$ cat src/rtl/backlog_bank.sv
module backlog_bank #(
  parameter int NUM_PRIO = 8,
  parameter int GRP_W    = 16,
  parameter int DELTA_W  = 8,
  parameter int RSP_W    = 16,
  parameter int PRIO_LSB = 4,
  parameter int OP_LSB   = 10,
  parameter int PAGE_BIT = 12
) (
  input  logic                        clk,
  input  logic                        rst_n,
  input  logic                        req_valid,
  output logic                        req_ready,
  input  logic                        req_write,
  input  logic [PAGE_BIT:0]           req_addr,
  input  logic [DELTA_W-1:0]          req_wdata,
  output logic                        rsp_valid,
  output logic [RSP_W-1:0]            rsp_data,
  input  logic                        evt_valid,
  input  logic                        evt_group,
  input  logic [$clog2(NUM_PRIO)-1:0] evt_prio
);
  localparam int PRIO_W = $clog2(NUM_PRIO);
  localparam int SUM_W  = ((GRP_W > DELTA_W) ? GRP_W : DELTA_W) + 1;
  localparam logic [SUM_W-1:0] GRP_MAX = SUM_W'({GRP_W{1'b1}});

  logic [NUM_PRIO-1:0] ind_cnt;
  logic [GRP_W-1:0]    grp_cnt [NUM_PRIO];

  wire              acc    = req_valid & req_ready;
  wire [1:0]        op     = req_addr[OP_LSB +: 2];
  wire [PRIO_W-1:0] prio   = req_addr[PRIO_LSB +: PRIO_W];
  wire              grp    = req_addr[PAGE_BIT];
  wire              is_rd  = op[1];
  wire              is_dec = op[0];
  wire              is_ld  = acc & ~req_write;

  assign req_ready = ~evt_valid;

  wire [SUM_W-1:0] amt    = req_write ? SUM_W'(req_wdata) : SUM_W'(1);
  wire [SUM_W-1:0] cur    = SUM_W'(grp_cnt[prio]);
  wire [SUM_W-1:0] up     = cur + amt;
  wire [GRP_W-1:0] grp_up = (up > GRP_MAX) ? GRP_MAX[GRP_W-1:0] : up[GRP_W-1:0];
  wire [SUM_W-1:0] dn     = cur - amt;
  wire [GRP_W-1:0] grp_dn = (amt >= cur) ? '0 : dn[GRP_W-1:0];
  wire             ind_nx = is_dec ? ((amt == '0) ? ind_cnt[prio] : 1'b0) : 1'b1;

  wire [GRP_W-1:0] evt_cur = grp_cnt[evt_prio];
  wire [GRP_W-1:0] evt_up  = (&evt_cur) ? evt_cur : evt_cur + 1'b1;

  always_ff @(posedge clk or negedge rst_n) begin
    if (!rst_n) begin
      ind_cnt   <= '0;
      grp_cnt   <= '{default: '0};
      rsp_valid <= 1'b0;
      rsp_data  <= '0;
    end else begin
      rsp_valid <= is_ld;
      if (is_ld)
        rsp_data <= grp ? RSP_W'(grp_cnt[prio]) : RSP_W'(ind_cnt[prio]);
      if (evt_valid) begin
        if (evt_group) grp_cnt[evt_prio] <= evt_up;
        else           ind_cnt[evt_prio] <= 1'b1;
      end else if (acc && !is_rd) begin
        if (grp) grp_cnt[prio] <= is_dec ? grp_dn : grp_up;
        else     ind_cnt[prio] <= ind_nx;
      end
    end
  end

  AST_RSP_ONLY_LOADS: assert property (@(posedge clk) disable iff (!rst_n)
    rsp_valid |-> $past(req_valid && !evt_valid && !req_write));
  AST_GRP_INC_NO_WRAP: assert property (@(posedge clk) disable iff (!rst_n)
    (acc && grp && !is_rd && !is_dec && cur == GRP_MAX) |=> grp_cnt[$past(prio)] == GRP_MAX[GRP_W-1:0]);
  AST_GRP_DEC_NO_WRAP: assert property (@(posedge clk) disable iff (!rst_n)
    (acc && grp && !is_rd && is_dec && cur == '0) |=> grp_cnt[$past(prio)] == '0);
  AST_READ_KEEPS: assert property (@(posedge clk) disable iff (!rst_n)
    (acc && grp && is_rd) |=> grp_cnt[$past(prio)] == $past(grp_cnt[prio]));
  AST_IND_DEC_LOAD_CLEARS: assert property (@(posedge clk) disable iff (!rst_n)
    (is_ld && !grp && !is_rd && is_dec) |=> !ind_cnt[$past(prio)]);
  AST_EVT_SETS_IND: assert property (@(posedge clk) disable iff (!rst_n)
    (evt_valid && !evt_group) |=> ind_cnt[$past(evt_prio)]);
endmodule

$ cat config.mk
export PLATFORM = sky130hd
export DESIGN_NAME = backlog_bank
export DESIGN_NICKNAME = d
export VERILOG_FILES = /design/src/rtl/backlog_bank.sv
export SDC_FILE = /design/constraint.sdc
export NUM_CORES = 1
export LEC_CHECK = 0
export BUFFER_PORTS_ARGS = -buffer_cell sky130_fd_sc_hd__buf_2
export CAP_MARGIN = 20
export CORE_MARGIN = 4
export CORE_UTILIZATION = 60
export DETAILED_ROUTE_END_ITERATION = 8
export PLACE_DENSITY_LB_ADDON = 0.08
export SLEW_MARGIN = 30
export SYNTH_ARGS = -nofsm -noshare
export SYNTH_HDL_FRONTEND = slang
export SYNTH_SLANG_ARGS = --single-unit
$ cat constraint.sdc
create_clock -name clk -period 5.2 [get_ports clk]
set_input_delay 0 -clock clk [delete_from_list [all_inputs] [get_ports clk]]
set_output_delay 0 -clock clk [all_outputs]
set_load 0.01 [all_outputs]
==> results.sh <==
export IMPL_hold_slack_ps=83.8
export IMPL_pin_count=48
export IMPL_cts_sinks=153
export IMPL_fmax_mhz=228
export IMPL_place_gp_congestion=0.988
export IMPL_grt_pass1_vias=10086
export IMPL_syn_nets=1172
export IMPL_die_h_microns=141
export IMPL_cts_tree="yes"
export IMPL_gr_usage_all_layers_pct=39.6
export IMPL_period_minus_slack_ps=4390
export IMPL_fillCellCount=1389
export IMPL_reg2reg_depth=16
export IMPL_start_kind="primary input"
export IMPL_cts_buffer_depth=2
export IMPL_worstSetupPathDepth=16
export IMPL_setup_tns_ps=0
export IMPL_syn_inst=1123
export IMPL_final_layout_size_suffix_gt1_share_pct=16.4
export IMPL_clkLatencyLatePin_ps=440
export IMPL_avgSynthCellArea_sq_um=9.40
export IMPL_setup_viol=0
export IMPL_critPathSlowestCell="and2b_1"
export IMPL_coreArea_sq_mm=0.0173
export IMPL_hold_viol=0
export IMPL_cts_buffers=17
export IMPL_async_flop_share_pct=100
export IMPL_final_cell_mix="nand2_1 (212), dfrtp_1 (153), o221ai_1 (112)"
export IMPL_rsz0062_at_grt="no"
export IMPL_ant_nets=0
export IMPL_power_total_mw=5.48
export IMPL_antenna_found_initial=0
export IMPL_max_stage_delay_ps=580
export IMPL_crit_chain="buf_2 -> and2b_1 -> a221oi_1 -> o22ai_1 -> ha_1 -> inv_1 -> fa_1 -> or2_1 -> a221oi_1 -> buf_4 -> o2111ai_1 -> nor4_2 -> nand2_1 -> a41oi_1 -> o311ai_2 -> o221ai_1"
export IMPL_startpoint="req_addr[6]"
export IMPL_fp_dieW_microns=141
export IMPL_drc=0
export IMPL_timing_hold_worst_start="evt_valid"
export IMPL_peakVddDrop_uv=270
export IMPL_cpMostUsedCell="a221oi_1"
export IMPL_crit_family="compound AO/OA/AOI/OAI gates"
export IMPL_yosys_warnings=0
export IMPL_vias=10540
export IMPL_row_count=48
export IMPL_wl_per_cell_microns=27.9
export IMPL_ys_seq_area_share_pct=36.3
export IMPL_hold_class="primary input to register"
export IMPL_crit_buf_inv=3
export IMPL_maxCapViolCount=0
export IMPL_fin_worst_skew_ps=11.5
export IMPL_layout_commonest_cell="nand2_1"
export IMPL_overflow=0
export IMPL_cp_arrival_ps=4730
export IMPL_seqCellArea_sq_mm=0.00383
export IMPL_slew_headroom_pct=31.3
export IMPL_portBuffers=40
export IMPL_cts_setup_buffers=0
export IMPL_critPathKind="primary input to register"
export IMPL_diodes=0
export IMPL_p_leak_nw=4.95
export IMPL_worst_pin_slew_ps=1030
export IMPL_grt_start_max_net_pins=99
export IMPL_finalWirelength_microns=38900
export IMPL_power_density_mw_per_mm2=469
export IMPL_ys_types=84
export IMPL_path_clk_slew_ps=60
export IMPL_reg2reg_from="grp_cnt[80]"
export IMPL_drt_first_iter_violations=1528
export IMPL_reg2reg_slack_ps=830
export IMPL_cp_end_kind="register"
export IMPL_multi_input_area_sq_mm=0.00629
export IMPL_crit_fanout=24
export IMPL_status="completed"
export IMPL_syn_area_sq_mm=0.0106
export IMPL_synth_edf_count=0
export IMPL_ys_ff_latch=153
export IMPL_finalNetCount=1207
export IMPL_drv_slew=0
export IMPL_cts_root_buffer="clkbuf_16"
export IMPL_firstDrtPassIters=6
export IMPL_routed_via_density=7.55
export IMPL_die_area_sq_mm=0.0198
export IMPL_regToRegEndpoint="grp_cnt[22]"
export IMPL_initial_utilization_pct=61.0
export IMPL_timing_final_crit_share_pct=84.5
export IMPL_synthFlopType="dfrtp_1"
export IMPL_area_delta_synth_final_pct=10.6
export IMPL_timing_critical_path_to="grp_cnt[22]"
export IMPL_h_tree_depth=4
export IMPL_dp_hpwl_microns=26000
export IMPL_grt_pass1_wl_microns=59800
export IMPL_cp_required_ps=5530
-- cell type report --
class | instances | area share (%)
clock buffer | 20 | 3.74
clock inverter | 12 | 1.49
inverter | 28 | 0.900
multi-input combinational | 874 | 53.9
sequential | 153 | 32.8
tap | 225 | 2.41
timing repair buffer | 84 | 4.81
-- cell usage after synthesis (all sizes together) (14+ instances only) --
cell	instances	area share, %
nand2b	17	1.0
o221ai	114	9.6
a22oi	14	1.1
nor3	14	0.66
o21ai	43	2.3
inv	28	1.0
nor2	56	2.0
nand2	214	7.7
clkbuf	36	1.3
a221oi	16	1.3
o211ai	19	1.5
buf	32	2.0
mux4	27	5.8
a21oi	41	2.1
mux2i	44	4.2
nand3	31	1.5
dfrtp	153	36
ha	17	2.0
mux2	17	1.8
-- power by group --
group / internal, mW / switching, mW
combinational: 0.890 / 1.25
sequential: 1.62 / 0.387
clock: 0.802 / 0.524
-- sequential cells by signal, summed over array words and instances, names as in the netlist --
register / flops
ind_cnt: 8
rsp_valid: 1
rsp_data: 16
grp_cnt: 128
-- logic make-up (layout without fill, tap and decap cells) --
logic type / count (synthesis) / after routing / share of synthesized area [%]
AND/OR/NAND/NOR: 403 / 403 / 17.8
flip-flops: 153 / 153 / 36.3
buffers and inverters: 96 / 144 / 4.25
adder cells (fa/ha/maj): 19 / 19 / 2.39
AO/OA/AOI/OAI: 352 / 352 / 26.6
XOR/XNOR: 12 / 12 / 0.995
multiplexers: 88 / 88 / 11.7
-- worst min-delay path by stage --
| stage | depth (start not counted) | endpoint | slack (ps) |
|---|---|---|---|
| finish | 2 | ind_cnt[0] | 80 |
| global route | 2 | ind_cnt[0] | 110 |
| CTS | 2 | ind_cnt[0] | 70 |
| detailed placement | 1 | rsp_data[3] | 160 |
| global placement | 1 | rsp_data[6] | 160 |
| floorplan | 0 | grp_cnt[0] | -300 |
-- per-layer routing --
layer	GRT usage [%]	part of all wire, %	vias to the layer above
li1	-	-	4436
met1	52.7	37	5034
met2	58.1	43	854
met3	12.2	14	216
met4	21.6	6.8	0
met5	0	0	-
-- per-stage QoR --
stage          cell area, sq um  utilization [%]  instances  setup slack (ps)
6_report                  11700             67.5       1396               805
5_1_grt                   11700             67.5       1396               583
4_1_cts                   11700             67.5       1396               955
3_5_place_dp              11000             63.7       1360               601
3_3_place_gp              11000             63.7       1360               672
2_1_floorplan             10600                -       1123               807
-- timing repair --
item	CTS	global route
endpoints found under the hold margin	99	0
gates resized for setup	0	0
hold buffers	4	0
Power figures use the tool's default switching activity.
